[src/rtl/iq_pkg.sv]
package iq_pkg;
   localparam int CSR_ADR_W = 3;
   typedef enum logic [CSR_ADR_W-1:0] {
      SEL_CTRL   = 3'd0,
      SEL_DBELL  = 3'd1,
      SEL_BASE   = 3'd2,
      SEL_INFL   = 3'd3,
      SEL_STAT   = 3'd4,
      SEL_EN_SET = 3'd5,
      SEL_EN_CLR = 3'd6
   } csr_sel_e;
   localparam int DOVF_BIT = 1;
endpackage

[src/rtl/iq_pend_cnt.sv]
module iq_pend_cnt #(
   parameter int CNT_W = 20,
   parameter int STEP  = 8
) (
   input  logic             clk,
   input  logic             rst_n,
   input  logic             add_en,
   input  logic [CNT_W-1:0] add_val,
   input  logic             take,
   output logic [CNT_W-1:0] pend,
   output logic             enough,
   output logic             ovf
);
   localparam logic [CNT_W:0] STEP_X = (CNT_W+1)'(STEP);

   initial begin
      if (STEP < 1 || STEP >= (1 << CNT_W))
         $error("iq_pend_cnt: STEP out of range");
   end

   logic [CNT_W:0] sum;

   always_comb begin
      sum = {1'b0, pend};
      if (take)   sum = sum - STEP_X;
      if (add_en) sum = sum + {1'b0, add_val};
   end

   assign enough = ({1'b0, pend} >= STEP_X);
   assign ovf    = sum[CNT_W];

   always_ff @(posedge clk or negedge rst_n) begin
      if (!rst_n) pend <= '0;
      else        pend <= sum[CNT_W-1:0];
   end


   take_enough_chk: assert property (@(posedge clk) disable iff (!rst_n)
      take |-> enough);

   take_step_chk: assert property (@(posedge clk) disable iff (!rst_n)
      take && !add_en |=> pend == $past(pend) - STEP_X[CNT_W-1:0]);

   idle_hold_chk: assert property (@(posedge clk) disable iff (!rst_n)
      !take && !add_en |=> $stable(pend));
endmodule

[src/rtl/iq_fetch_trk.sv]
module iq_fetch_trk #(
   parameter int ADDR_W     = 49,
   parameter int LINE_SHIFT = 6,
   parameter int INFL_W     = 8
) (
   input  logic              clk,
   input  logic              rst_n,
   input  logic              hold,
   input  logic              base_we,
   input  logic [ADDR_W-1:0] base_val,
   input  logic              fire,
   input  logic              cmpl,
   output logic [ADDR_W-1:0] addr,
   output logic [INFL_W-1:0] infl,
   output logic              infl_full
);
   localparam int PTR_W = ADDR_W - LINE_SHIFT;
   localparam logic [PTR_W-1:0]  PTR_ONE = PTR_W'(1);
   localparam logic [INFL_W-1:0] INF_ONE = INFL_W'(1);

   initial begin
      if (PTR_W < 1) $error("iq_fetch_trk: ADDR_W must exceed LINE_SHIFT");
      if (INFL_W < 1) $error("iq_fetch_trk: INFL_W must be positive");
   end

   logic [PTR_W-1:0] ptr;
   logic             locked;

   assign locked    = hold || (infl != '0);
   assign infl_full = (infl == '1);
   assign addr      = {ptr, {LINE_SHIFT{1'b0}}};

   always_ff @(posedge clk or negedge rst_n) begin
      if (!rst_n)                ptr <= '0;
      else if (fire)             ptr <= ptr + PTR_ONE;
      else if (base_we && !locked) ptr <= base_val[ADDR_W-1:LINE_SHIFT];
   end

   always_ff @(posedge clk or negedge rst_n) begin
      if (!rst_n)                            infl <= '0;
      else if (fire && !cmpl)                infl <= infl + INF_ONE;
      else if (!fire && cmpl && infl != '0)  infl <= infl - INF_ONE;
   end


   ptr_step_chk: assert property (@(posedge clk) disable iff (!rst_n)
      fire |=> ptr == $past(ptr) + PTR_ONE);

   base_lock_chk: assert property (@(posedge clk) disable iff (!rst_n)
      locked && !fire |=> $stable(ptr));

   infl_up_chk: assert property (@(posedge clk) disable iff (!rst_n)
      fire && !cmpl |=> infl == $past(infl) + INF_ONE);

   infl_both_chk: assert property (@(posedge clk) disable iff (!rst_n)
      fire && cmpl |=> $stable(infl));
endmodule

[src/rtl/iq_misc_irq.sv]
module iq_misc_irq #(
   parameter int NUM_IRQ = 7
) (
   input  logic               clk,
   input  logic               rst_n,
   input  logic [NUM_IRQ-1:0] set_pulse,
   input  logic               stat_clr,
   input  logic               en_set,
   input  logic               en_clr,
   input  logic [NUM_IRQ-1:0] wbits,
   output logic [NUM_IRQ-1:0] stat,
   output logic [NUM_IRQ-1:0] en,
   output logic               irq
);
   initial begin
      if (NUM_IRQ < 2 || NUM_IRQ > 32) $error("iq_misc_irq: NUM_IRQ out of range");
   end

   for (genvar i = 0; i < NUM_IRQ; i++) begin : g_bit
      always_ff @(posedge clk or negedge rst_n) begin
         if (!rst_n)                     stat[i] <= 1'b0;
         else if (set_pulse[i])          stat[i] <= 1'b1;
         else if (stat_clr && wbits[i])  stat[i] <= 1'b0;
      end

      always_ff @(posedge clk or negedge rst_n) begin
         if (!rst_n)                   en[i] <= 1'b0;
         else if (en_set && wbits[i])  en[i] <= 1'b1;
         else if (en_clr && wbits[i])  en[i] <= 1'b0;
      end


      set_wins_chk: assert property (@(posedge clk) disable iff (!rst_n)
         set_pulse[i] |=> stat[i]);

      clr_bit_chk: assert property (@(posedge clk) disable iff (!rst_n)
         stat_clr && wbits[i] && !set_pulse[i] |=> !stat[i]);
   end

   assign irq = |(stat & en);


   irq_quiet_chk: assert property (@(posedge clk) disable iff (!rst_n)
      (en == '0) |-> !irq);
endmodule

[src/rtl/iq_front.sv]
module iq_front #(
   parameter int CSR_W      = 64,
   parameter int CNT_W      = 20,
   parameter int WORDS_INST = 8,
   parameter int ADDR_W     = 49,
   parameter int LINE_SHIFT = 6,
   parameter int INFL_W     = 8,
   parameter int NUM_IRQ    = 7
) (
   input  logic                          clk,
   input  logic                          rst_n,
   input  logic                          csr_we,
   input  logic [iq_pkg::CSR_ADR_W-1:0]  csr_addr,
   input  logic [CSR_W-1:0]              csr_wdata,
   output logic [CSR_W-1:0]              csr_rdata,
   output logic                          fetch_req,
   output logic [ADDR_W-1:0]             fetch_addr,
   input  logic                          fetch_gnt,
   input  logic                          cmpl,
   input  logic [NUM_IRQ-1:0]            err_in,
   output logic                          irq
);
   import iq_pkg::*;

   initial begin
      if (CSR_W < ADDR_W || CSR_W < CNT_W || CSR_W < NUM_IRQ)
         $error("iq_front: CSR_W too narrow");
      if (NUM_IRQ <= DOVF_BIT) $error("iq_front: overflow bit outside status");
   end

   logic               ena;
   logic               fire;
   logic               enough, ovf, infl_full;
   logic [CNT_W-1:0]   pend;
   logic [INFL_W-1:0]  infl;
   logic [NUM_IRQ-1:0] stat, en, set_pulse;
   logic               wr_ctrl, wr_db, wr_base, wr_stat, wr_es, wr_ec;

   assign wr_ctrl = csr_we && (csr_addr == SEL_CTRL);
   assign wr_db   = csr_we && (csr_addr == SEL_DBELL);
   assign wr_base = csr_we && (csr_addr == SEL_BASE);
   assign wr_stat = csr_we && (csr_addr == SEL_STAT);
   assign wr_es   = csr_we && (csr_addr == SEL_EN_SET);
   assign wr_ec   = csr_we && (csr_addr == SEL_EN_CLR);

   always_ff @(posedge clk or negedge rst_n) begin
      if (!rst_n)       ena <= 1'b0;
      else if (wr_ctrl) ena <= csr_wdata[0];
   end

   assign fetch_req = ena && enough && !infl_full;
   assign fire      = fetch_req && fetch_gnt;

   iq_pend_cnt #(.CNT_W(CNT_W), .STEP(WORDS_INST)) u_pend (
      .clk(clk), .rst_n(rst_n), .add_en(wr_db), .add_val(csr_wdata[CNT_W-1:0]),
      .take(fire), .pend(pend), .enough(enough), .ovf(ovf));

   iq_fetch_trk #(.ADDR_W(ADDR_W), .LINE_SHIFT(LINE_SHIFT), .INFL_W(INFL_W)) u_trk (
      .clk(clk), .rst_n(rst_n), .hold(ena), .base_we(wr_base),
      .base_val(csr_wdata[ADDR_W-1:0]), .fire(fire), .cmpl(cmpl),
      .addr(fetch_addr), .infl(infl), .infl_full(infl_full));

   always_comb begin
      set_pulse = err_in;
      set_pulse[DOVF_BIT] = err_in[DOVF_BIT] | ovf;
   end

   iq_misc_irq #(.NUM_IRQ(NUM_IRQ)) u_irq (
      .clk(clk), .rst_n(rst_n), .set_pulse(set_pulse), .stat_clr(wr_stat),
      .en_set(wr_es), .en_clr(wr_ec), .wbits(csr_wdata[NUM_IRQ-1:0]),
      .stat(stat), .en(en), .irq(irq));

   always_comb begin
      csr_rdata = '0;
      case (csr_addr)
         SEL_CTRL:             csr_rdata[0] = ena;
         SEL_DBELL:            csr_rdata[CNT_W-1:0] = pend;
         SEL_BASE:             csr_rdata[ADDR_W-1:0] = fetch_addr;
         SEL_INFL:             csr_rdata[INFL_W-1:0] = infl;
         SEL_STAT:             csr_rdata[NUM_IRQ-1:0] = stat;
         SEL_EN_SET, SEL_EN_CLR: csr_rdata[NUM_IRQ-1:0] = en;
         default:              csr_rdata = '0;
      endcase
   end


   req_gate_chk: assert property (@(posedge clk) disable iff (!rst_n)
      fetch_req |-> ena && (pend >= CNT_W'(WORDS_INST)));

   ovf_flag_chk: assert property (@(posedge clk) disable iff (!rst_n)
      ovf |=> stat[DOVF_BIT]);
endmodule

[config.mk]
export PLATFORM = sky130hd
export DESIGN_NAME = iq_front
export DESIGN_NICKNAME = d
export VERILOG_FILES = /design/src/rtl/iq_pkg.sv /design/src/rtl/iq_pend_cnt.sv /design/src/rtl/iq_fetch_trk.sv /design/src/rtl/iq_misc_irq.sv /design/src/rtl/iq_front.sv
export SDC_FILE = /design/constraint.sdc
export NUM_CORES = 1
export LEC_CHECK = 0
export BUFFER_PORTS_ARGS = -buffer_cell sky130_fd_sc_hd__buf_4
export CAP_MARGIN = 10
export CORE_MARGIN = 5
export CORE_UTILIZATION = 45
export DETAILED_ROUTE_END_ITERATION = 8
export HOLD_SLACK_MARGIN = 0.06
export PLACE_DENSITY = 0.71
export SYNTH_ARGS = -nofsm -noshare
export SYNTH_HDL_FRONTEND = slang
export SYNTH_SLANG_ARGS = --single-unit
export TNS_END_PERCENT = 100
[constraint.sdc]
create_clock -name clk -period 7.6 [get_ports clk]
set_input_delay 0.38 -clock clk [delete_from_list [all_inputs] [get_ports clk]]
set_output_delay 0.38 -clock clk [all_outputs]
set_load 0.01 [all_outputs]
Word-level counts from Yosys, hierarchy flattened
Cells that the tools add are included.
- logic and storage cells: 131
- register bits after elaboration: 86
- output and inout bits: 115
- input port bits: 79
- bitwise logic cells: 2
- $lt $le $gt $ge: 1
- equality and inequality tests: 7
- reductions and logical operators: 59
- muxes and demuxes: 39
- $add $sub $neg: 5
- operator list (operator ; count):
    $mux W43 ; 2
    $add A43 B1 Y43 const B ; 1
    $mux W21 ; 2
    $logic_and A1 B1 Y1 ; 34
    $reduce_bool A2 Y1 ; 16
    $pmux W6 S5 ; 1
    $mux W29 ; 1
    $mux W1 ; 28
    $pmux W12 S2 ; 1
    $add A21 B20 Y21 ; 1
    $sub A20 B4 Y21 const B ; 1
    $ge A20 B4 Y1 const B ; 1
    $mux W8 ; 2
    $eq A3 B3 Y1 const B ; 3
    $add A8 B1 Y8 const B ; 1
    $eq A8 B8 Y1 const B ; 1
    $reduce_bool A8 Y1 ; 1
    $sub A8 B1 Y8 const B ; 1
    $and A7 B7 Y7 ; 1
    $reduce_or A7 Y1 ; 1
    $eq A3 B2 Y1 const B ; 2
    $pmux W1 S5 ; 1
    $logic_not A1 Y1 ; 4
    $eq A3 B1 Y1 const B ; 1
    5 further kinds ; 5

Longest topological paths before layout
- depth in word-level cells: 9
- mapped depth: 16

By module
A second synthesis with hierarchy kept.
- cell total of the unflattened synthesis: 837
- area total of the unflattened synthesis: 7335.8 sq um
- modules (own cells, without submodules) (module ; area an instance (sq um) ; cells each ; sequential area each (sq um) ; times used):
    iq_fetch_trk ; 3641.0 ; 412 ; 1276.2 ; 1
    iq_pend_cnt ; 2184.6 ; 258 ; 500.5 ; 1
    iq_front ; 962.2 ; 121 ; 25.0 ; 1
    iq_misc_irq ; 548.0 ; 46 ; 350.3 ; 1

Worst setup path after synthesis
OpenSTA, ideal clock, no wires.
- path kind: reg-to-reg
- from: register u_pend.pend[13]
- to: register u_irq.stat[1]
- clock period less this slack: 3.741 ns
- arrival time: 3.615 ns
- slack: 3.859 ns
- library setup time: 0.126 ns
- cell stages (with the launch flop): 14
- path buffers: 2
- data required time: 7.474 ns
- cell sequence: dfrtp_1 -> or4_4 -> nor2b_2 -> a31oi_1 -> buf_2 -> buf_1 -> mux2i_1 -> ha_1 -> a2111oi_0 -> o21ai_0 -> a41oi_1 -> nor3_1 -> or3_1 -> a221o_1
- longest elaborated chain between the ends: 9
- ends and longest elaborated chain (item ; line ; RTL):
    from (decl) ; iq_pend_cnt.sv:10 ; output logic [CNT_W-1:0] pend,
    from (signal assigned) ; iq_pend_cnt.sv:34 ; else pend <= sum[CNT_W-1:0];
    $ge A20 B4 Y1 ; iq_pend_cnt.sv:29 ; assign enough = ({1'b0, pend} >= STEP_X);
    $logic_and A1 B1 Y1 (2 in series) ; iq_front.sv:51 ; assign fetch_req = ena && enough && !infl_full;
    $logic_and A1 B1 Y1 ; iq_front.sv:52 ; assign fire = fetch_req && fetch_gnt;
    $mux W21 * ; iq_pend_cnt.sv:25 ; if (take) sum = sum - STEP_X;
    $add A21 B20 Y21 ; iq_pend_cnt.sv:26 ; if (add_en) sum = sum + {1'b0, add_val};
    $mux W21 * ; iq_pend_cnt.sv:26 ;
    $or A1 B1 Y1 * ; iq_front.sv:65 ; set_pulse[DOVF_BIT] = err_in[DOVF_BIT] | ovf;
    $mux W1 / $reduce_bool A2 Y1 (equally long branches) ; n/a ;
    to (signal, indexed assignment) ; iq_misc_irq.sv:21 ; if (!rst_n) stat[i] <= 1'b0;
    to (signal, indexed assignment) ; iq_misc_irq.sv:22 ; else if (set_pulse[i]) stat[i] <= 1'b1;
    to (signal, indexed assignment) ; iq_misc_irq.sv:23 ; else if (stat_clr && wbits[i]) stat[i] <= 1'b0;
    to (decl) ; iq_misc_irq.sv:11 ; output logic [NUM_IRQ-1:0] stat,
Every way passes the cells marked *; elsewhere a longest branch is shown, timed or not.
A chain may end at the register's enable or synchronous reset.

Worst setup path in the final report
Ends and elaborated chain as after synthesis.

==> results.ini <==
[run_status]
status = complete, no violations

[detailed_routing]
detailedRoute.firstIterationViolations = 420
via_count = 6714
viasPerCell = 5.936
drc = 0
first_pass_iters = 5
antenna_left = 0
routedWlPerCell_um = 18.24
wl_um = 20630

[pwr]
p_leak_nw = 3.676
ir_drop_uv = 145.3
powerDensity_nw_per_um2 = 271.2

[critical_path]
endpoint_kind = flop
critPathKind = reg -> reg
critPathRequiredTime_ns = 7.83
worst_ep_arrival_time_ns = 4.63
critPathLaunchType = flop
path_max_fanout = 38

[final_layout]
multi_input_area_sq_um = 4334
syn_to_final_growth_pct = 22.75
drive_gt1_share_pct = 23.13
antenna_cells = 0
n_fill_cell = 1364
register_area_sq_um = 2152
final_nets = 1051

[synthesis]
synth-compound-area-share_pct = 21.99
synth-edff-count = 0
synth-seq-cells = 86
ys_seq_area_share_pct = 31.71
synth_top_family_by_area = simple AND/OR/NAND/NOR gates
synth_ff_type = dfrtp_1
synth.distinct_cells = 67
yosys.area_share.simple_pct = 24.22
ys_async_sr_fraction_pct = 100.0
synth_xor_area_share_pct = 4.774
synthMuxAreaShare_pct = 5.825
synthesis.area_sq_um = 6788
synth_fa_ha_area_share_pct = 5.751
netlist_instances = 806
yosys_warnings = 0
syn_area_per_cell_sq_um = 8.422

[global_routing]
antenna_found_initial = 0
grt_pass1_wl_um = 32820
grt_overflow_total = 0
grt_pass1_vias = 6234
grt_start_max_net_pins = 70
grt_usage_pct = 22.75

[die]
floorplan.die_area_sq_um = 17640
io_pins = 194
num_rows = 44
core_sq_um = 14640
die_w_um = 132.8
initial_core_util_pct = 46.35
die_y_um = 132.8

[clocking]
cts_num_sinks = 86
cts_buffers = 9
path_clk_slew_ns = 0.07
cts_tree = built
root_buffer = clkbuf_16
clk_latency_ns = 0.35
h-tree-depth = 3
cts_setup_buffers = 0
postCtsResizedCells = 0
cts_buffer_depth = 2

[worst_hold_path]
hold_class = in -> reg

[sta]
slew_violations = 0
rsz0062_at_grt = false
tightest_slew_ns = 0.9286
fmax_mhz = 227.5
hold_viol = 0
holdWs_ns = 0.2031
clock_skew_ns = 0.006738
setup_violations = 0
fin_crit_ns = 4.395
fin_tns_setup_ns = 0
max_slew_margin_pct = 38.09
fin_crit_sh_pct = 57.83

[placed_design]
gp_congestion = 0.9248
io_buffers = 157
place_hpwl_um = 15380

[job]
cap_viol_max_count = 0

==> routing by layer <==
| metal | routed length [um] | vias up | GRT usage, % |
|---|---|---|---|
| met5 | 0 | - | 0 |
| met4 | 344 | 0 | 6.755 |
| met3 | 1515 | 23 | 3.189 |
| met2 | 9949 | 273 | 38.32 |
| met1 | 8822 | 3190 | 30.44 |
| li1 | - | 3228 | - |
==> state kept, by name, summed over array words and instances, names as in the netlist <==
| signal | cells |
|---|---|
| u_pend.pend | 20 |
| u_trk.infl | 8 |
| u_irq.stat | 7 |
| ena | 1 |
| u_irq.en | 7 |
| u_trk.ptr | 43 |
==> cell type report <==
cell class                      count  area share (%)
Inverter                           17          0.7659
Clock inverter                      5          0.6908
Clock buffer                       11           3.033
Multi-Input combinational cell    663           52.02
Tap cell                          184           2.763
Timing Repair Buffer              165           14.90
Sequential cell                    86           25.83
==> power by group <==
part | internal, W | total, W | switching, W
sequential | 0.000562 | 0.000732 | 0.000171
clock | 0.000272 | 0.000465 | 0.000193
combinational | 0.000499 | 0.00106 | 0.000563
total | 0.00133 | 0.00226 | 0.000927
==> placed cells by master, fill, tap and decap left out, types with 20 or more instances in the layout <==
cell / netlist / layout
buf_4: 23 / 164
nand2_1: 90 / 90
dfrtp_1: 86 / 86
nor2_1: 53 / 53
o21ai_0: 46 / 46
a21oi_1: 38 / 38
and2_1: 32 / 32
nand3_1: 30 / 30
ha_1: 28 / 28
nor3_1: 24 / 24
conb_1: 1 / 21
mux2_2: 20 / 20
a211oi_1: 20 / 20
==> Yosys cell counts (18+ instances only) <==
cell	number	share of area, %
and3_1	18	1.7
ha_1	28	5.2
xnor2_1	18	2.3
xor2_1	19	2.5
a211oi_1	20	2.2
and2_1	32	2.9
clkbuf_1	23	1.3
nand2_1	90	5.0
buf_4	23	2.5
nand3_1	30	2.2
mux2_2	20	3.3
o21ai_0	46	3.4
dfrtp_1	86	32
nor2_1	53	2.9
nand4_1	19	1.8
a21oi_1	38	2.8
nor3_1	24	1.8
==> final timing paths <==
kind / to / from / depth (start not counted) / slack (ns)
worst max-delay path: u_irq.stat[1] / u_pend.pend[13] / 13 / 3.20
worst min-delay path: u_irq.stat[0] / err_in[0] / 2 / 0.20
worst max register to register: u_irq.stat[1] / u_pend.pend[13] / 13 / 3.20
worst min register to register: u_trk.infl[7] / u_trk.infl[7] / 1 / 0.52
max in group asynchronous: u_trk.ptr[37] / rst_n / 3 / 5.96
min in group asynchronous: u_irq.stat[4] / rst_n / 2 / 0.44
==> kinds of logic after synthesis <==
kind of cell    count (synthesis)
flops                          86
compound gates                218
simple gates                  320
other cells                     1
mux                            37
buf+inv                        77
fa+ha+maj                      30
xor+xnor                       37
==> critical path: stages (launching register included) <==
cell,delay [ns]
dfrtp_1,0.45
or4_4,0.59
nor2b_2,0.28
a31o_2,0.20
buf_4,0.39
nor3_1,0.11
xor2_1,0.17
ha_1,0.40
a21oi_1,0.20
o21ai_0,0.11
a41oi_1,0.48
nor3_1,0.17
or3_1,0.38
a221o_1,0.32
==> stage by stage <==
step           power (W)  setup WS [ns]  utilization (%)  cells  cell area, sq um
6_report        0.002260          3.205            56.90   1131              8332
5_1_grt         0.002420          2.922            56.90   1131              8332
4_1_cts         0.002260          3.248            56.90   1131              8332
3_5_place_dp    0.001785          3.286            54.71   1114              8011
3_3_place_gp    0.001764          3.354            54.71   1114              8011
2_1_floorplan   0.001479          3.859                -    826              6863
==> repair_timing <==
action | CTS | global route
hold endpoints to repair | 17 | 0
hold buffers | 1 | 0
setup endpoints to repair | 0 | 0
Note: power is estimated with default switching activity, not from simulation.
